[src/rtl/trace_cap_pkg.sv]
// Package: shared capture-style encoding for the trace capture controller.
// Assumes: style is decided once per run at arming time.
package trace_cap_pkg;

    typedef enum logic [1:0] {
        STYLE_BEGIN = 2'd0,
        STYLE_END   = 2'd1,
        STYLE_EVENT = 2'd2
    } cap_style_e;

    // Event-only mode overrides the begin/end selection.
    function automatic cap_style_e pick_style(input logic event_only, input logic begin_sel);
        if (event_only)
            return STYLE_EVENT;
        else if (begin_sel)
            return STYLE_BEGIN;
        else
            return STYLE_END;
    endfunction

endpackage

[src/rtl/trace_fifo.sv]
// Module: trace_fifo
// Circular store of DEPTH entries. A write to a full buffer overwrites the
// oldest entry and holds the count at DEPTH. A read pops the oldest entry.
// Assumes: the caller never asserts wr_en and rd_en in the same cycle,
// and never reads an empty buffer. clear has priority over everything.
module trace_fifo #(
    parameter int DEPTH = 8,
    parameter int AW    = 16,
    localparam int PTR_W = (DEPTH > 1) ? $clog2(DEPTH) : 1,
    localparam int CNT_W = $clog2(DEPTH + 1)
) (
    input  logic             clk,
    input  logic             rst_n,
    input  logic             clear,
    input  logic             wr_en,
    input  logic [AW-1:0]    wr_data,
    input  logic             rd_en,
    output logic [AW-1:0]    rd_data,
    output logic [CNT_W-1:0] count
);

    localparam logic [PTR_W-1:0] LAST_PTR = PTR_W'(DEPTH - 1);
    localparam logic [CNT_W-1:0] FULL_CNT = CNT_W'(DEPTH);

    logic [AW-1:0]    mem [DEPTH];
    logic [PTR_W-1:0] wr_ptr;
    logic [PTR_W-1:0] rd_ptr;
    logic             full;

    assign full    = (count == FULL_CNT);
    assign rd_data = mem[rd_ptr];

    // Advance a pointer with explicit wrap so DEPTH need not be a power of two.
    function automatic logic [PTR_W-1:0] bump(input logic [PTR_W-1:0] p);
        return (p == LAST_PTR) ? '0 : p + 1'b1;
    endfunction

    // Storage array: written on every accepted write, no reset needed.
    always_ff @(posedge clk) begin
        if (wr_en && !clear)
            mem[wr_ptr] <= wr_data;
    end

    // Pointers and count: clear, write with overwrite, or read.
    always_ff @(posedge clk) begin
        if (!rst_n || clear) begin
            wr_ptr <= '0;
            rd_ptr <= '0;
            count  <= '0;
        end else if (wr_en) begin
            wr_ptr <= bump(wr_ptr);
            if (full)
                rd_ptr <= bump(rd_ptr);
            else
                count <= count + 1'b1;
        end else if (rd_en) begin
            rd_ptr <= bump(rd_ptr);
            count  <= count - 1'b1;
        end
    end

endmodule

[src/rtl/trace_store_sel.sv]
// Module: trace_store_sel
// Decides, cycle by cycle, whether an entry is stored and what it holds.
// Address styles store change-of-flow targets. Event style stores the
// zero-extended bus data byte.
// Assumes: halt is high in any cycle carrying a control write.
module trace_store_sel
    import trace_cap_pkg::*;
#(
    parameter int AW = 16,
    parameter int DW = 8
) (
    input  logic          armed,
    input  logic          halt,
    input  cap_style_e    style,
    input  logic          started,
    input  logic          trig_qual,
    input  logic          cof_valid,
    input  logic [AW-1:0] cof_addr,
    input  logic          evt_strobe,
    input  logic [DW-1:0] bus_data,
    output logic          store_en,
    output logic [AW-1:0] store_data
);

    logic          live;
    logic [AW-1:0] evt_word;

    assign live = armed && !halt;

    // Fit the data byte into an entry: zero-pad or truncate by width.
    generate
        if (AW > DW) begin : g_pad
            assign evt_word = {{(AW-DW){1'b0}}, bus_data};
        end else begin : g_trunc
            assign evt_word = bus_data[AW-1:0];
        end
    endgenerate

    // Per-style store decision and entry content.
    always_comb begin
        store_en   = 1'b0;
        store_data = cof_addr;
        unique case (style)
            STYLE_BEGIN: store_en = live && cof_valid && (started || trig_qual);
            STYLE_END:   store_en = live && cof_valid;
            STYLE_EVENT: begin
                store_en   = live && evt_strobe;
                store_data = evt_word;
            end
            default:     store_en = 1'b0;
        endcase
    end

endmodule

[src/rtl/trace_run_ctl.sv]
// Module: trace_run_ctl
// Run state: armed flag, start-on-trigger latch, sticky hit flags and the
// latched capture style. Decodes control writes into start and stop.
// Assumes: store_en and count come from the store selector and the buffer.
module trace_run_ctl
    import trace_cap_pkg::*;
#(
    parameter int DEPTH = 8,
    localparam int CNT_W = $clog2(DEPTH + 1)
) (
    input  logic             clk,
    input  logic             rst_n,
    input  logic             ctl_wr,
    input  logic             ctl_arm,
    input  logic             ctl_en,
    input  logic             mode_begin,
    input  logic             mode_event_only,
    input  logic             trig_qual,
    input  logic             hit_a,
    input  logic             hit_b,
    input  logic             store_en,
    input  logic [CNT_W-1:0] count,
    output logic             armed,
    output logic             started,
    output cap_style_e       style,
    output logic             flag_a,
    output logic             flag_b,
    output logic             arm_start,
    output logic             halt
);

    localparam logic [CNT_W-1:0] NEAR_FULL = CNT_W'(DEPTH - 1);

    logic arm_stop;
    logic fill_end;
    logic trig_end;

    assign arm_start = ctl_wr && ctl_arm && ctl_en;
    assign arm_stop  = ctl_wr && !(ctl_arm && ctl_en);
    assign halt      = ctl_wr;
    assign fill_end  = store_en && (style != STYLE_END) && (count == NEAR_FULL);
    assign trig_end  = (style == STYLE_END) && trig_qual;

    // Armed flag: set by arming, cleared by stop, fill or end trigger.
    always_ff @(posedge clk) begin
        if (!rst_n)
            armed <= 1'b0;
        else if (arm_start)
            armed <= 1'b1;
        else if (arm_stop)
            armed <= 1'b0;
        else if (armed && (fill_end || trig_end))
            armed <= 1'b0;
    end

    // Capture style: latched once per run at arming.
    always_ff @(posedge clk) begin
        if (!rst_n)
            style <= STYLE_BEGIN;
        else if (arm_start)
            style <= pick_style(mode_event_only, mode_begin);
    end

    // Start latch: remembers that the trigger has arrived in begin style.
    always_ff @(posedge clk) begin
        if (!rst_n || arm_start)
            started <= 1'b0;
        else if (armed && !halt && trig_qual && (style == STYLE_BEGIN))
            started <= 1'b1;
    end

    // Sticky hit flags: set only while armed, cleared by arming.
    always_ff @(posedge clk) begin
        if (!rst_n || arm_start) begin
            flag_a <= 1'b0;
            flag_b <= 1'b0;
        end else if (armed) begin
            flag_a <= flag_a | hit_a;
            flag_b <= flag_b | hit_b;
        end
    end

endmodule

[src/rtl/trace_capture_ctrl.sv]
// Module: trace_capture_ctrl (top)
// Trace capture controller: ties run control, store selection and the
// circular trace buffer together. The buffer is readable only between runs.
// Assumes: trigger and event qualification are done upstream.
module trace_capture_ctrl
    import trace_cap_pkg::*;
#(
    parameter int DEPTH = 8,
    parameter int AW    = 16,
    parameter int DW    = 8,
    localparam int CNT_W = $clog2(DEPTH + 1)
) (
    input  logic             clk,
    input  logic             rst_n,
    input  logic             ctl_wr,
    input  logic             ctl_arm,
    input  logic             ctl_en,
    input  logic             mode_begin,
    input  logic             mode_event_only,
    input  logic             trig_qual,
    input  logic             hit_a,
    input  logic             hit_b,
    input  logic             cof_valid,
    input  logic [AW-1:0]    cof_addr,
    input  logic             evt_strobe,
    input  logic [DW-1:0]    bus_data,
    input  logic             rd_en,
    output logic [AW-1:0]    rd_data,
    output logic             run_armed,
    output logic             flag_a,
    output logic             flag_b,
    output logic [CNT_W-1:0] entry_count
);

    cap_style_e    style;
    logic          started;
    logic          arm_start;
    logic          halt;
    logic          store_en;
    logic [AW-1:0] store_data;
    logic          rd_ok;

    // Reads are honoured only between runs and when something is stored.
    assign rd_ok = rd_en && !run_armed && (entry_count != '0);

    trace_run_ctl #(.DEPTH(DEPTH)) u_run (
        .clk             (clk),
        .rst_n           (rst_n),
        .ctl_wr          (ctl_wr),
        .ctl_arm         (ctl_arm),
        .ctl_en          (ctl_en),
        .mode_begin      (mode_begin),
        .mode_event_only (mode_event_only),
        .trig_qual       (trig_qual),
        .hit_a           (hit_a),
        .hit_b           (hit_b),
        .store_en        (store_en),
        .count           (entry_count),
        .armed           (run_armed),
        .started         (started),
        .style           (style),
        .flag_a          (flag_a),
        .flag_b          (flag_b),
        .arm_start       (arm_start),
        .halt            (halt)
    );

    trace_store_sel #(.AW(AW), .DW(DW)) u_sel (
        .armed      (run_armed),
        .halt       (halt),
        .style      (style),
        .started    (started),
        .trig_qual  (trig_qual),
        .cof_valid  (cof_valid),
        .cof_addr   (cof_addr),
        .evt_strobe (evt_strobe),
        .bus_data   (bus_data),
        .store_en   (store_en),
        .store_data (store_data)
    );

    trace_fifo #(.DEPTH(DEPTH), .AW(AW)) u_fifo (
        .clk     (clk),
        .rst_n   (rst_n),
        .clear   (arm_start),
        .wr_en   (store_en),
        .wr_data (store_data),
        .rd_en   (rd_ok),
        .rd_data (rd_data),
        .count   (entry_count)
    );

endmodule

[config.mk]
export PLATFORM = sky130hd
export DESIGN_NAME = trace_capture_ctrl
export DESIGN_NICKNAME = d
export VERILOG_FILES = /design/src/rtl/trace_cap_pkg.sv /design/src/rtl/trace_fifo.sv /design/src/rtl/trace_store_sel.sv /design/src/rtl/trace_run_ctl.sv /design/src/rtl/trace_capture_ctrl.sv
export SDC_FILE = /design/constraint.sdc
export NUM_CORES = 1
export LEC_CHECK = 0
export BUFFER_PORTS_ARGS = -buffer_cell sky130_fd_sc_hd__buf_2
export CAP_MARGIN = 10
export CORE_ASPECT_RATIO = 2
export CORE_MARGIN = 10
export CORE_UTILIZATION = 55
export DETAILED_ROUTE_END_ITERATION = 12
export PLACE_DENSITY = 0.86
export SLEW_MARGIN = 20
export SYNTH_ARGS = -nofsm -noshare
export SYNTH_HDL_FRONTEND = slang
export SYNTH_SLANG_ARGS = --single-unit
[constraint.sdc]
create_clock -name clk -period 3.75 [get_ports clk]
set_input_delay 0.75 -clock clk [delete_from_list [all_inputs] [get_ports clk]]
set_output_delay 0.75 -clock clk [all_outputs]
set_load 0.03 [all_outputs]
* Word-level counts from Yosys, hierarchy flattened
Memories as Yosys holds them, arrays and structs flattened. A register that Yosys moved wholly into a read port is not among the register bits. Index checks and enable logic that the tools add are counted. W data, S select, Z words.
Storage, ports and cells: bits in registers 16, bits in latches 0, memory bits (writable) 128, bits in read-only memories 0, input bits 37, output and inout port bits 23, logic and storage cells 74, memories kept 1
Memory list:
- u_fifo.mem | depth 8, width 16, read ports 1, clocked after Yosys merged registers in 1, write ports 1, RTL line trace_fifo.sv:25 | logic [AW-1:0] mem [DEPTH];
Operators by class: add/subtract/negate cells 4, $mul 0, div/mod/pow operators 0, $lt $le $gt $ge 0, eq/ne operators 9, shift operators 0, mux-type cells 19, bitwise operators 2, reductions and logical operators 31
Operators with widths (number):
- $mux W3 | 7
- $logic_and A1 B1 Y1 | 17
- $mux W16 | 1
- $mux W4 | 3
- $add A3 B1 Y3 const B | 2
- $eq A3 B3 Y1 const B | 2
- $mux W1 | 6
- $logic_not A1 Y1 | 5
- $add A4 B1 Y4 const B | 1
- $eq A4 B3 Y1 const B | 1
- $eq A4 B4 Y1 const B | 1
- $ne A2 B2 Y1 const B | 2
- $reduce_and A2 Y1 | 2
- $reduce_bool A4 Y1 | 1
- $sub A4 B1 Y4 const B | 1
- $logic_or A1 B1 Y1 | 3
- $pmux W1 S3 | 1
- $reduce_bool A3 Y1 | 1
- $eq A2 B1 Y1 const B | 1
- $eq A2 B2 Y1 const B | 1
- $logic_not A2 Y1 | 1
- $mux W2 | 1
- $ne A2 B1 Y1 const B | 1
- $or A1 B1 Y1 | 2
- $reduce_bool A2 Y1 | 1

* Logic depth before layout (Yosys ltp)
depth after elaboration 12, gate-level depth with buffers 10, gate-level depth less buffers 8

* Modules after synthesis
From an unflattened synthesis, not the netlist that was laid out.
Unflattened totals: cell total of the unflattened synthesis 313, area, all modules 6063.3 µm²
Modules (own cells, without submodules):
- trace_fifo | times used 1, cells an instance 257, area an instance 5565.3 µm², seq. area each 4103.9 µm²
- trace_run_ctl | times used 1, cells an instance 31, area an instance 262.8 µm², seq. area each 120.1 µm²
- trace_store_sel | times used 1, cells an instance 23, area an instance 221.5 µm², seq. area each 0.0 µm²
- trace_capture_ctrl | times used 1, cells an instance 2, area an instance 13.8 µm², seq. area each 0.0 µm²

* Worst setup path after synthesis
No wires, ideal clock.
path kind input port to flip-flop, from input ctl_wr, to memory u_fifo.mem[0][0] (enable), setup time 430 ps, arrival 3037 ps, required time 3320 ps, path slack 283 ps, stages 6, path buffers 2, cell sequence and4bb_2 a22o_1 buf_6 inv_6 buf_12 nor4_1
On the way: cells in the longest elaborated chain, start to end 8, elaborated cells on any way between the ends 12, classes of those cells mux (3); reduce/logical (9)
RTL lines:
- start, declared | RTL line trace_capture_ctrl.sv:15 | input logic ctl_wr,
- $logic_not A1 Y1 | RTL line trace_store_sel.sv:28 | assign live = armed && !halt;
- $logic_and A1 B1 Y1 | RTL line trace_store_sel.sv:28
- $logic_and A1 B1 Y1 | RTL line trace_store_sel.sv:44, trace_store_sel.sv:45
- $logic_and A1 B1 Y1 | RTL line trace_store_sel.sv:44 | STYLE_BEGIN: store_en = live && cof_valid && (started || trig_qual);
- $pmux W1 S3 | RTL line trace_store_sel.sv:43 | unique case (style)
- $logic_and A1 B1 Y1 (*) | RTL line trace_fifo.sv:40 | if (wr_en && !clear)
- $mux W1 (*) | RTL line trace_fifo.sv:40
- $mux W1 (implied by the code) (*) | RTL line trace_fifo.sv:41 | mem[wr_ptr] <= wr_data;
- end, declared | RTL line trace_fifo.sv:25
Every way passes the cells marked *; elsewhere a longest branch is shown, timed or not.

==> run_results.csv <==
group,metric,value,unit
outcome,outcome,"finished, final reports clean",
timing,maxSlewHeadroom,38.4,%
setup_path,path_class,"flop to primary output",
timing,setup_violations,0,
pwr,power.leakage,2.47,nW
placed_design,dp_cells,531,
yosys,syn_area,6000,um2
yosys,async_flop_share,0,%
clock_tree,postCtsSetupBuffers,0,
clock_tree,cts_tree,"done",
setup_path,start_kind,"flop",
layout,mostFrequentLayoutCell,"edfxtp_1",
clock_tree,cts_resized,0,
yosys,seq_area_frac_synth,70.4,%
timing,fmax,317,MHz
drt,drt_iter0_drc,256,
yosys,synth_flop_cell,"edfxtp_1",
setup_path,end_kind,"primary output",
setup_path,cp.arrival,2.40,ns
pwr,pwr_density_cell,592,nW/um2
timing,fin_skew,0.0125,ns
grt,grt_pass1_wl,19300,um
layout,final_cell_mix,"edfxtp_1 (128), buf_2 (59), nand2_1 (38), mux4_2 (32), dfxtp_1 (18)",
drt,drt_first_pass_iters,4,
setup_path,path_cells,"buf_4, mux4_2, mux2_2, buf_2",
placed_design,dpl_cell_area,6510,um2
grt,top_usage_layer,"met2",
drt,via_per_inst,5.74,
floorplan,die_w,93.9,um
setup_path,cpMaxStageDelayCell,"dfxtp_2",
setup_path,max_stage_delay,0.65,ns
floorplan,dieArea,15700,um2
yosys,synth-edff-count,128,
layout,final_cells,563,
timing,worstMarginPinSlew,0.923,ns
timing,finalHoldViolations,0,
yosys,avgSynthCellArea,17.8,um2
hold_path,min_path_type,"flop to flop",
timing,fin_tns_setup,0,ns
clock_tree,clk-insertion-delay-late,0.41,ns
flow_run,maxCapViolations,0,
yosys,yosysWarnings,0,
drt,antenna_left,0,
timing,fin_crit_sh,84.0,%
timing,fin_crit,3.15,ns
yosys,synthCells,337,
drt,wl,12400,um
timing,rsz0062_at_grt,"no",
drt,vias,3232,
grt,grt_pass1_vias,3639,
placed_design,dpl.hpwl,7810,um
setup_path,required,3.00,ns
setup_path,cp_max_fo,14,
layout,fin_area,7080,um2
clock_tree,clkSinkCount,147,
clock_tree,cts_root_buf,"clkbuf_16",
drt,post_drt_wl_per_cell,22.0,um
floorplan,initial_utilization,56.6,%
setup_path,cp_top_family,"multiplexers",
grt,use_met3,4.70,%
layout,drive_gt1_share,37.1,%
placed_design,gp_routability_congestion,0.801,
grt,grt-ovfl-total,0,
yosys,ys_ff_latch,147,
grt,grt_start_max_net_pins,33,
layout,syn2layout_area_growth,17.9,%
floorplan,io_pins,60,
clock_tree,cts_max_level,4,
setup_path,cp_num_buf_inv,2,
placed_design,io_buffers,59,
drt,drc,0,
layout,nNetsFinal,457,
yosys,synth_nets,381,
clock_tree,cts_buffer_depth,2,
floorplan,rows,53,
floorplan,core,10600,um2
timing,slew_viol_final,0,
grt,use_met2,28.6,%
clock_tree,clk_pin_slew,0.06,ns
layout,diodes,0,
yosys,ys_types,45,
grt,track_usage,16.5,%
grt,antenna_found_initial,0,
floorplan,die_height,168,um
grt,gr-usage-met1,17.6,%
pwr,ir_drop,0.000399,V
clock_tree,ctsHoldBuffers,0,
clock_tree,cts_buffers,17,
[report_power, final]
group	switching (mW)	internal [mW]	leakage [nW]
logic	0.376	0.325	0.886
registers	0.0606	1.81	1.31
clock network	0.591	1.03	0.277
[registers in the layout, summed over array words and instances, names as in the netlist, named ones only]
register       count
u_fifo.count       4
u_fifo.mem       128
u_fifo.rd_ptr      3
u_fifo.wr_ptr      3
u_run.armed        1
u_run.flag_a       1
u_run.flag_b       1
u_run.started      1
u_run.style        2
[metrics by stage]
stage	setup WS (ns)	power, mW	hold slack (ns)	utilization (%)
2_1_floorplan	0.283	2.43	0.434	-
3_3_place_gp	0.935	2.59	0.444	61.3
3_5_place_dp	0.834	2.61	0.485	61.3
4_1_cts	0.522	4.22	0.502	66.7
5_1_grt	0.443	4.35	0.524	66.7
6_report	0.599	4.19	0.494	66.7
[metal layers]
layer / routed length, um / vias up / part of all wire (%)
li1: - / 1481 / -
met1: 4410 / 1601 / 36
met2: 7000 / 136 / 56
met3: 778 / 14 / 6.3
met4: 202 / 0 / 1.6
met5: 0 / - / 0
[cell type report]
type | instances | area [um2]
Sequential cell | 147 | 4230
Fill cell | 712 | 3530
Multi-Input combinational cell | 173 | 1710
Clock buffer | 18 | 429
Timing Repair Buffer | 71 | 385
Tap cell | 137 | 171
Clock inverter | 14 | 144
Inverter | 3 | 16.3
[kinds of logic (layout without fill, tap and decap cells)]
family | Yosys count | in the layout | synth area share (%)
flip-flops | 147 | 147 | 70.4
AO/OA/AOI/OAI | 20 | 20 | 2.25
AND/OR/NAND/NOR | 92 | 92 | 8.19
adder cells (fa/ha/maj) | 7 | 7 | 1.58
multiplexers | 53 | 53 | 15.8
XOR/XNOR | 1 | 1 | 0.146
buffers and inverters | 17 | 106 | 1.63
[Yosys cell counts (3+ instances only)]
cell | count | area share, %
buf_2 | 4 | 0.33
mux2_2 | 16 | 3.0
nand3_1 | 4 | 0.33
dfxtp_1 | 19 | 6.3
nand2b_1 | 6 | 0.63
nand2_1 | 38 | 2.4
clkbuf_1 | 7 | 0.44
ha_1 | 6 | 1.3
edfxtp_1 | 128 | 64
or3_1 | 3 | 0.31
nor2b_1 | 5 | 0.52
mux4_2 | 32 | 12
nor3_1 | 5 | 0.42
and2_1 | 10 | 1.0
mux2i_1 | 5 | 0.83
a21oi_1 | 10 | 0.83
nor2_1 | 7 | 0.44
[worst reg2reg max path, cell delays in order (launching register included)]
cell      delay [ns]
dfxtp_1         0.44
and4bb_2        0.27
a22o_1          0.43
inv_6           0.14
nor3_2          0.61
buf_4           0.29
[path summary, 6_finish.rpt]
check                           slack [ns]  cells after the start                      start                           to
worst max register to register        1.27                      5   u_run.armed$_SDFFE_PN0P_  u_fifo.mem[2][15]$_DFFE_PP_
worst min register to register        0.49                      2  u_run.flag_a$_SDFFE_PP0P_    u_run.flag_a$_SDFFE_PP0P_
worst max-delay path                  0.60                      4                       flop                   rd_data[2]
worst min-delay path                  0.49                      2  u_run.flag_a$_SDFFE_PP0P_    u_run.flag_a$_SDFFE_PP0P_
Note: power is estimated with default switching activity, not from simulation.
